===== config.mk =====
export PLATFORM = sky130hd
export DESIGN_NAME = cap_ls_base_check
export DESIGN_NICKNAME = d
export VERILOG_FILES = /design/src/rtl/cap_ls_pkg.sv /design/src/rtl/cap_base_select.sv /design/src/rtl/cap_addr_gen.sv /design/src/rtl/cap_tag_check.sv /design/src/rtl/cap_ls_base_check.sv
export SDC_FILE = /design/constraint.sdc
export NUM_CORES = 1
export LEC_CHECK = 0
export CAP_MARGIN = 20
export CORE_ASPECT_RATIO = 1.5
export CORE_MARGIN = 2
export CORE_UTILIZATION = 44
export CTS_CLUSTER_DIAMETER = 50
export DETAILED_ROUTE_END_ITERATION = 10
export PLACE_DENSITY = 0.81
export SYNTH_ARGS = -nofsm -noshare
export SYNTH_HDL_FRONTEND = slang
export SYNTH_HIERARCHICAL = 1
export SYNTH_SLANG_ARGS = --single-unit

===== constraint.sdc =====
create_clock -name clk -period 5.6 [get_ports clk]
set_input_delay 0.84 -clock clk [delete_from_list [all_inputs] [get_ports clk]]
set_output_delay 0.84 -clock clk [all_outputs]
set_load 0.01 [all_outputs]

===== src/rtl/cap_ls_pkg.sv =====
package cap_ls_pkg;

    localparam int XLEN   = 32;
    localparam int IDX_W  = 5;
    localparam int IMM_W  = 12;
    localparam int KIND_W = 2;
    localparam int CIDX_W = IDX_W + 1;

    typedef struct packed {
        logic            tag;
        logic            sysreg_ok;
        logic [XLEN-1:0] addr;
    } cap_t;

    typedef enum logic [1:0] {
        CAUSE_NONE = 2'b00,
        CAUSE_TAG  = 2'b10
    } cause_e;

    typedef struct packed {
        cap_t              cap;
        logic [XLEN-1:0]   eaddr;
        logic              exc;
        cause_e            cause;
        logic [CIDX_W-1:0] cidx;
        logic [KIND_W-1:0] kind;
    } result_t;

    function automatic logic [XLEN-1:0] widen_imm(input logic [IMM_W-1:0] imm);
        return {{(XLEN-IMM_W){imm[IMM_W-1]}}, imm};
    endfunction

endpackage


===== src/rtl/cap_base_select.sv =====
module cap_base_select
    import cap_ls_pkg::*;
(
    input  logic [IDX_W-1:0] base_idx,
    input  cap_t             rf_cap,
    input  cap_t             pcc_cap,
    input  cap_t             tdc_cap,
    output cap_t             auth_cap
);
    logic idx_is_zero;
    assign idx_is_zero = (base_idx == '0);

    always_comb begin
        if (!idx_is_zero)
            auth_cap = rf_cap;
        else if (pcc_cap.sysreg_ok)
            auth_cap = tdc_cap;
        else
            auth_cap = pcc_cap;
    end
endmodule


===== src/rtl/cap_addr_gen.sv =====
module cap_addr_gen
    import cap_ls_pkg::*;
(
    input  logic [XLEN-1:0]  base_addr,
    input  logic [IMM_W-1:0] imm,
    output logic [XLEN-1:0]  eaddr
);
    // Modular sum; any carry out of the top bit is discarded.
    assign eaddr = base_addr + widen_imm(imm);
endmodule


===== src/rtl/cap_tag_check.sv =====
module cap_tag_check
    import cap_ls_pkg::*;
(
    input  logic              auth_tag,
    input  logic [IDX_W-1:0]  base_idx,
    output logic              exc,
    output cause_e            cause,
    output logic [CIDX_W-1:0] cidx
);
    always_comb begin
        exc   = !auth_tag;
        cause = auth_tag ? CAUSE_NONE : CAUSE_TAG;
        cidx  = {1'b0, base_idx};
    end
endmodule


===== src/rtl/cap_ls_base_check.sv =====
module cap_ls_base_check
    import cap_ls_pkg::*;
(
    input  logic              clk,
    input  logic              rst,
    input  logic              req_valid,
    input  logic [IDX_W-1:0]  req_base_idx,
    input  logic [IMM_W-1:0]  req_imm,
    input  logic [KIND_W-1:0] req_kind,
    output logic [IDX_W-1:0]  rf_rd_idx,
    input  logic              rf_tag,
    input  logic              rf_sysreg_ok,
    input  logic [XLEN-1:0]   rf_addr,
    input  logic              pcc_tag,
    input  logic              pcc_sysreg_ok,
    input  logic [XLEN-1:0]   pcc_addr,
    input  logic              tdc_tag,
    input  logic              tdc_sysreg_ok,
    input  logic [XLEN-1:0]   tdc_addr,
    output logic              out_valid,
    output logic              out_tag,
    output logic              out_sysreg_ok,
    output logic [XLEN-1:0]   out_addr,
    output logic [XLEN-1:0]   out_eaddr,
    output logic              out_exc,
    output logic [1:0]        out_cause,
    output logic [CIDX_W-1:0] out_cap_idx,
    output logic [KIND_W-1:0] out_kind
);
    cap_t    rf_cap, pcc_cap, tdc_cap, auth_cap;
    result_t nxt, res_q;
    logic    valid_q;

    assign rf_rd_idx = req_base_idx;
    assign rf_cap    = '{tag: rf_tag,  sysreg_ok: rf_sysreg_ok,  addr: rf_addr};
    assign pcc_cap   = '{tag: pcc_tag, sysreg_ok: pcc_sysreg_ok, addr: pcc_addr};
    assign tdc_cap   = '{tag: tdc_tag, sysreg_ok: tdc_sysreg_ok, addr: tdc_addr};

    cap_base_select u_sel (
        .base_idx (req_base_idx),
        .rf_cap   (rf_cap),
        .pcc_cap  (pcc_cap),
        .tdc_cap  (tdc_cap),
        .auth_cap (auth_cap)
    );

    cap_addr_gen u_agen (
        .base_addr (auth_cap.addr),
        .imm       (req_imm),
        .eaddr     (nxt.eaddr)
    );

    cap_tag_check u_tchk (
        .auth_tag (auth_cap.tag),
        .base_idx (req_base_idx),
        .exc      (nxt.exc),
        .cause    (nxt.cause),
        .cidx     (nxt.cidx)
    );

    assign nxt.cap  = auth_cap;
    assign nxt.kind = req_kind;

    always_ff @(posedge clk) begin
        if (rst) begin
            valid_q     <= 1'b0;
            res_q.exc   <= 1'b0;
            res_q.cause <= CAUSE_NONE;
        end else begin
            valid_q <= req_valid;
            if (req_valid) begin
                res_q <= nxt;
            end else begin
                res_q.exc   <= 1'b0;
                res_q.cause <= CAUSE_NONE;
            end
        end
    end

    assign out_valid     = valid_q;
    assign out_tag       = res_q.cap.tag;
    assign out_sysreg_ok = res_q.cap.sysreg_ok;
    assign out_addr      = res_q.cap.addr;
    assign out_eaddr     = res_q.eaddr;
    assign out_exc       = res_q.exc;
    assign out_cause     = res_q.cause;
    assign out_cap_idx   = res_q.cidx;
    assign out_kind      = res_q.kind;
endmodule


==> impl_table.tex, run 1 <==
\begin{tabular}{lr}
\hline
Metric & Value \\
\hline
\multicolumn{2}{l}{\textbf{Clock tree}} \\
\quad Clock tree from TritonCTS & done \\
\quad CTS Root Buffer Type & clkbuf\_16 \\
\quad Number of buffers inserted for hold repair after clock tree synthesis & 0 \\
\quad Number of clock buffers inserted by TritonCTS & 9 \\
\quad Buffers inserted by post-CTS timing repair & 0 \\
\quad CTS max path bufs & 2 \\
\quad Number of H-tree branching levels & 3 \\
\quad Worst-path clk slew & 0.06 ns \\
\quad Count of cells resized by post-cts repair & 0 \\
\quad Clk sinks & 78 \\
\multicolumn{2}{l}{\textbf{Route}} \\
\quad WL final & 13700 um \\
\quad DRT Pass-1 Iters & 4 \\
\quad Routed wire per std cell & 18.4 um \\
\quad DRC violation count after routing & 0 \\
\quad Antenna-violating nets left & 0 \\
\quad Number of DRC markers in iteration 0 & 147 \\
\quad Overall via count from detail\_route & 3987 \\
\quad Mean number of vias per cell & 5.34 \\
\multicolumn{2}{l}{\textbf{Status}} \\
\quad Outcome & finished clean \\
\multicolumn{2}{l}{\textbf{Logic synthesis}} \\
\quad Cell with the most instances after synthesis & edfxtp\_1 \\
\quad Share of async-settable or async-resettable flops after synthesis & 0 \\
\quad Ys Warns & 6 \\
\quad Library cell with the largest summed area after synthesis & edfxtp\_1 \\
\quad Mean post-synth cell area & 12.7 um2 \\
\quad Portion of the post-synthesis area used by sequential elements & 0.458 \\
\quad Netlist area before placement & 0.00503 mm2 \\
\quad Register bit total from synthesis & 78 \\
\quad EDFF count, synth & 74 \\
\quad Top cells by area in the synthesized netlist & edfxtp\_1 44\%, mux2\_4 9.0\%, mux2\_2 8.1\% \\
\quad Cell count after synthesis & 397 \\
\quad Most instantiated flip-flop cell in the synthesis netlist & edfxtp\_1 \\
\quad Leading cell types by count after synthesis & 74 x edfxtp\_1, 36 x mux2\_2, 32 x a21oi\_1, 31 x ha\_1, 30 x mux2\_4 \\
\quad Unique cell type count in the Yosys netlist & 55 \\
\quad Post-synth top area share & 0.442 \\
\multicolumn{2}{l}{\textbf{Global routing}} \\
\quad Initial antenna violation count & 0 \\
\quad Via count of the first global-routing pass & 4123 \\
\quad Total routing usage reported by global routing & 0.223 \\
\quad Residual overflow from global routing & 0 \\
\quad Largest net degree at the start of global routing & 39 \\
\quad Global-route wire length before repair & 21000 um \\
\multicolumn{2}{l}{\textbf{Layout}} \\
\quad Area growth, synth to finish & 47.5\% \\
\quad NumNets Final & 751 \\
\quad Post-layout utilization of the core & 0.667 \\
\quad Diode insertion count for antenna repair & 0 \\
\quad Number of filler cells placed in the layout & 820 \\
\quad Fraction of final layout cells with drive strength greater than 1 & 0.165 \\
\multicolumn{2}{l}{\textbf{Worst setup path}} \\
\quad Worst setup path endpoint & out\_eaddr[30] \\
\quad Crit path launch type & input port \\
\quad Setup crit start & req\_base\_idx[2] \\
\quad Maximum fanout count along the critical path & 14 \\
\quad CP arrival & 4.78 ns \\
\quad Worst setup EP type & flip-flop \\
\quad Data required time at the worst endpoint & 5.68 ns \\
\quad Critical path type & in2reg \\
\multicolumn{2}{l}{\textbf{Placement}} \\
\quad Routability Congestion & 0.911 \\
\quad Count of buffers inserted at the top-level ports & 206 \\
\quad Detail Placement HPWL & 10900 um \\
\multicolumn{2}{l}{\textbf{STA}} \\
\quad Hold violation count in the final report & 0 \\
\quad Slew of the pin with the lowest slew margin & 0.920 ns \\
\quad Time the final worst path needs with I/O delays and setup & 4.70 ns \\
\quad Relative max-transition margin & 0.385 \\
\quad Fin crit share & 0.839 \\
\quad Worst hold slack across all endpoints & 1.08 ns \\
\quad Total setup violations reported at the end of the flow & 0 \\
\quad Setup tns final & 0 ns \\
\quad RSZ-0062 raised after global routing & false \\
\quad Final Max Slew Viols & 0 \\
\quad Fmax & 213 MHz \\
\multicolumn{2}{l}{\textbf{Power and ir drop}} \\
\quad Cell Pwr Density & 245 mW/mm2 \\
\quad Post-layout power & 1.81 mW \\
\quad Worst supply voltage drop on vdd & 0.141 mV \\
\quad Pleak & 2.83 nW \\
\multicolumn{2}{l}{\textbf{Die}} \\
\quad Number of rows created at floorplan & 47 \\
\quad DIE HEIGHT & 135 um \\
\quad Number of placed I/O pins & 207 \\
\quad Core Area & 0.0111 mm2 \\
\quad Die boundary width & 91.3 um \\
\quad Starting density of the core & 0.452 \\
\quad Die Footprint & 0.0123 mm2 \\
\multicolumn{2}{l}{\textbf{Hold path}} \\
\quad Worst Hold Class & in2reg \\
\multicolumn{2}{l}{\textbf{Job}} \\
\quad \# Max-Cap Violations & 0 \\
\hline
\end{tabular}
worst min path at each step:
| stage | depth (start not counted) | end | startpoint |
|---|---|---|---|
| after floorplan | 1 | out_valid | rst |
| after global placement | 1 | out_kind[0] | req_kind[0] |
| after detailed placement | 1 | out_kind[1] | req_kind[1] |
| after CTS | 1 | out_kind[0] | req_kind[0] |
| after global routing | 1 | out_kind[0] | req_kind[0] |
| final | 1 | out_kind[0] | req_kind[0] |
report_power, final:
| group | total [mW] | internal [mW] | switching [mW] |
|---|---|---|---|
| clock network | 0.569 | 0.343 | 0.226 |
| logic | 0.523 | 0.290 | 0.232 |
| registers | 0.723 | 0.708 | 0.0150 |
| total | 1.81 | 1.34 | 0.473 |
final cells by class:
| class | instances | area (um2) | share of cell area |
|---|---|---|---|
| repair buffers | 211 | 2110 | 0.284 |
| clock inverters | 5 | 52.6 | 0.00709 |
| inverters | 8 | 30.0 | 0.00405 |
| multi-input cells | 287 | 2510 | 0.338 |
| well taps | 147 | 184 | 0.0248 |
| flip-flops and latches | 78 | 2300 | 0.310 |
| clock buffers | 11 | 233 | 0.0314 |
worst max-delay path, cell delays in order:
cell	delay, ns
clkdlybuf4s50_1	0.44
or4_4	0.60
nor2_8	0.13
buf_4	0.29
mux2_4	0.35
ha_1	0.38
a21o_1	0.21
a221oi_2	0.42
a221o_2	0.27
o2111ai_2	0.11
o211ai_2	0.14
o21ai_2	0.15
a221oi_2	0.32
xnor2_1	0.10
logic make-up after synthesis:
group	synth area share
fa+ha+maj	0.0811
buf+inv	0.0453
mux	0.170
compound gates	0.125
simple gates	0.0692
xor+xnor	0.0505
other cells	0.000746
flops	0.458
stage by stage:
| step | instance area (um2) | worst slack, ns | cells |
|---|---|---|---|
| final | 7420 | 0.900 | 747 |
| after global routing | 7420 | 0.730 | 747 |
| after CTS | 7400 | 0.951 | 746 |
| after detailed placement | 7110 | 0.599 | 730 |
| after global placement | 7110 | 0.732 | 730 |
| after floorplan | 5030 | 0.941 | 398 |
cell usage in the layout, fill, tap and decap left out, drive strengths merged, types with 5 or more instances in the layout:
| master | n |
|---|---|
| clkdlybuf4s50 | 205 |
| edfxtp | 74 |
| mux2 | 66 |
| a21oi | 32 |
| ha | 31 |
| o21ai | 21 |
| xnor2 | 20 |
| nand2 | 16 |
| a21o | 12 |
| clkbuf | 11 |
| nor2 | 10 |
| xor2 | 9 |
| inv | 8 |
| nand3 | 7 |
| buf | 6 |
| nand4 | 5 |
metal layers:
| metal | wire length [um] | part of all wire | up-vias | GRT usage |
|---|---|---|---|---|
| li1 | - | - | 1897 | - |
| met2 | 7790 | 0.57 | 176 | 0.433 |
| met3 | 684 | 0.050 | 20 | 0.0547 |
| met4 | 252 | 0.018 | 0 | 0.0816 |
| met1 | 4980 | 0.36 | 1894 | 0.227 |
| met5 | 0 | 0 | - | 0 |
sequential cells by signal, indices dropped and copies added (netlist names):
name	flops
out_valid	1
out_cap_idx	6
out_eaddr	32
out_sysreg_ok	1
out_exc	1
out_cause	2
out_addr	32
out_tag	1
out_kind	2
No activity file was read; power rests on OpenSTA's default activity.
==> inputs of run 2 (changes only) <==
- clock period: 5.6 -> 4.9 ns (I/O delays scaled with it)
==> run 2 against run 1 <==
Sequential cell count unchanged. Utilization increased by 0.36 points. Hold slack got worse by 0.13 ns. Critical endpoint unchanged. Largest power group unchanged.
==> impl_table.tex, run 2 (synthesis results as in run 1) <==
\begin{tabular}{lr}
\hline
Metric & Value \\
\hline
\multicolumn{2}{l}{\textbf{Placement}} \\
\quad Setup Slack @ Placement & 0.0612 ns (-0.538 ns) \\
\quad Count of buffers inserted at the top-level ports & 206 (unchanged) \\
\quad Detail Placement HPWL & 10700 um (-2.2\%) \\
\quad Routability Congestion & 0.919 (+0.94\%) \\
\multicolumn{2}{l}{\textbf{Clock tree}} \\
\quad Worst-path clk slew & 0.06 ns (about the same) \\
\quad Number of buffers inserted for hold repair after clock tree synthesis & 0 (unchanged) \\
\quad CTS Root Buffer Type & clkbuf\_16 \\
\quad Count of cells resized by post-cts repair & 0 (unchanged) \\
\quad CTS max path bufs & 2 (unchanged) \\
\quad Clock tree from TritonCTS & done \\
\quad Number of clock buffers inserted by TritonCTS & 9 (unchanged) \\
\quad Number of H-tree branching levels & 3 (unchanged) \\
\quad Buffers inserted by post-CTS timing repair & 0 (unchanged) \\
\quad Clk sinks & 78 (unchanged) \\
\multicolumn{2}{l}{\textbf{Power and ir drop}} \\
\quad Cell Pwr Density & 286 mW/mm2 (+17\%) \\
\quad Post-layout power & 2.13 mW (+18\%) \\
\quad NetSw & 0.544 mW (+15\%) \\
\quad Internal cell power & 1.59 mW (+18\%) \\
\quad Switching power as a share of total power & 0.255 (-0.00533) \\
\quad Clock network power share & 0.331 (+0.018) \\
\quad Worst supply voltage drop on vdd & 0.210 mV (+49\%) \\
\quad Combinational Power Share & 0.282 (-0.006) \\
\quad Pleak & 2.85 nW (+0.83\%) \\
\quad Sequential cell fraction of total power & 0.387 (-0.011) \\
\multicolumn{2}{l}{\textbf{STA}} \\
\quad Worst hold slack across all endpoints & 0.948 ns (-0.131 ns) \\
\quad Final Max Slew Viols & 0 (unchanged) \\
\quad Fin crit share & 0.923 \\
\quad RSZ-0062 raised after global routing & false \\
\quad Setup tns final & 0 ns (unchanged) \\
\quad Relative max-transition margin & 0.354 (-0.0308) \\
\quad Total setup violations reported at the end of the flow & 0 (unchanged) \\
\quad Slew of the pin with the lowest slew margin & 0.969 ns (+0.0491 ns) \\
\quad Hold violation count in the final report & 0 (unchanged) \\
\quad Worst Setup Slack, final & 0.378 ns (-0.522 ns) \\
\quad Time the final worst path needs with I/O delays and setup & 4.52 ns \\
\quad Fmax & 221 MHz \\
\multicolumn{2}{l}{\textbf{Route}} \\
\quad Routed wire per std cell & 18.2 um (-1.1\%) \\
\quad WL final & 13600 um (-0.66\%) \\
\quad Number of DRC markers in iteration 0 & 197 (+34\%) \\
\quad Antenna-violating nets left & 0 (unchanged) \\
\quad DRC violation count after routing & 0 (unchanged) \\
\quad Overall via count from detail\_route & 3997 (+0.25\%) \\
\quad Mean number of vias per cell & 5.33 (-0.15\%) \\
\quad DRT Pass-1 Iters & 4 (unchanged) \\
\multicolumn{2}{l}{\textbf{Die}} \\
\quad Core Area & 0.0111 mm2 (unchanged) \\
\quad Starting density of the core & 0.452 (unchanged) \\
\quad Die Footprint & 0.0123 mm2 (unchanged) \\
\quad Die boundary width & 91.3 um (unchanged) \\
\quad Number of rows created at floorplan & 47 (unchanged) \\
\quad DIE HEIGHT & 135 um (unchanged) \\
\quad Number of placed I/O pins & 207 (unchanged) \\
\multicolumn{2}{l}{\textbf{Global routing}} \\
\quad Total routing usage reported by global routing & 0.221 (-0.00190) \\
\quad Initial antenna violation count & 0 (unchanged) \\
\quad Residual overflow from global routing & 0 (unchanged) \\
\quad Largest net degree at the start of global routing & 75 (+92\%) \\
\quad Via count of the first global-routing pass & 4120 (-0.073\%) \\
\quad Global-route wire length before repair & 21100 um (+0.46\%) \\
\multicolumn{2}{l}{\textbf{Job}} \\
\quad \# Max-Cap Violations & 0 (unchanged) \\
\multicolumn{2}{l}{\textbf{Worst setup path}} \\
\quad CP arrival & 4.60 ns (-0.18 ns) \\
\quad Setup crit start & req\_base\_idx[2] \\
\quad Crit path launch type & input port \\
\quad Maximum fanout count along the critical path & 13 (-1) \\
\quad Worst setup path endpoint & out\_eaddr[30] \\
\quad Worst setup EP type & flip-flop \\
\quad Critical path type & in2reg \\
\quad Data required time at the worst endpoint & 4.98 ns (-0.70 ns) \\
\multicolumn{2}{l}{\textbf{Layout}} \\
\quad Fraction of final layout cells with drive strength greater than 1 & 0.171 (+0.00581) \\
\quad NumNets Final & 754 (+0.40\%) \\
\quad Most frequent standard cell in the layout excluding fill and tap cells & clkdlybuf4s50\_1 \\
\quad Area growth, synth to finish & 48.3\% \\
\quad Diode insertion count for antenna repair & 0 (unchanged) \\
\quad Post-layout utilization of the core & 0.671 (+0.00360) \\
\quad Most frequent cells in the layout & 205 x clkdlybuf4s50\_1, 74 x edfxtp\_1, 36 x mux2\_2 \\
\multicolumn{2}{l}{\textbf{Hold path}} \\
\quad Worst Hold Class & in2reg \\
\multicolumn{2}{l}{\textbf{Status}} \\
\quad Outcome & finished clean \\
\hline
\end{tabular}
-- run 2: through the flow --
stage	cell area [um2]	cells
4_1_cts	7460	750
2_1_floorplan	5030	398
5_1_grt	7460	750
6_report	7460	750
3_5_place_dp	7140	734
3_3_place_gp	7140	734
-- run 2: area by class of cell --
class | count | area (um2)
Clock inverter | 6 | 86.3
Fill cell | 803 | 3660
Timing Repair Buffer | 214 | 2120
Tap cell | 147 | 184
Multi-Input combinational cell | 287 | 2510
Sequential cell | 78 | 2300
Clock buffer | 10 | 229
Inverter | 8 | 30.0
-- run 2: per-layer routing --
layer / wire length, um / vias up / GRT usage / part of all wire
li1: - / 1908 / - / -
met1: 4860 / 1867 / 0.228 / 0.36
met4: 328 / 0 / 0.0699 / 0.024
met3: 798 / 31 / 0.0474 / 0.059
met2: 7630 / 191 / 0.437 / 0.56
met5: 0 / - / 0 / 0
-- run 2: power by group through the flow --
stage                     logic (mW)  clock network, mW  registers, mW
after global placement         0.589                  0          0.838
after global routing           0.645              0.747          0.831
after floorplan                0.284                  0          0.871
after CTS                      0.602              0.718          0.826
final                          0.602              0.706          0.825
after detailed placement       0.598                  0          0.839
-- run 2: how the worst min path moves through the flow --
| stage | start | to | slack [ns] | cells past startpoint |
|---|---|---|---|---|
| floorplan | rst | out_valid | 0.81 | 1 |
| global placement | pcc_sysreg_ok | out_addr[0] | 1.28 | 3 |
| detailed placement | pcc_sysreg_ok | out_addr[0] | 1.29 | 3 |
| CTS | pcc_sysreg_ok | out_addr[0] | 0.94 | 3 |
| global route | pcc_sysreg_ok | out_addr[0] | 0.96 | 3 |
| finish | pcc_sysreg_ok | out_addr[0] | 0.95 | 3 |
-- run 2: critical path, cell delays in order --
cell and delay [ns]:
clkdlybuf4s50_1 0.45, or4_4 0.60, nor2_8 0.13, buf_4 0.27, mux2_4 0.34, ha_1 0.38
a21o_1 0.22, a221oi_2 0.42, a221o_2 0.27, o2111ai_2 0.12, o211ai_2 0.14, o21ai_2 0.14
a221oi_2 0.28, xnor2_1 0.09
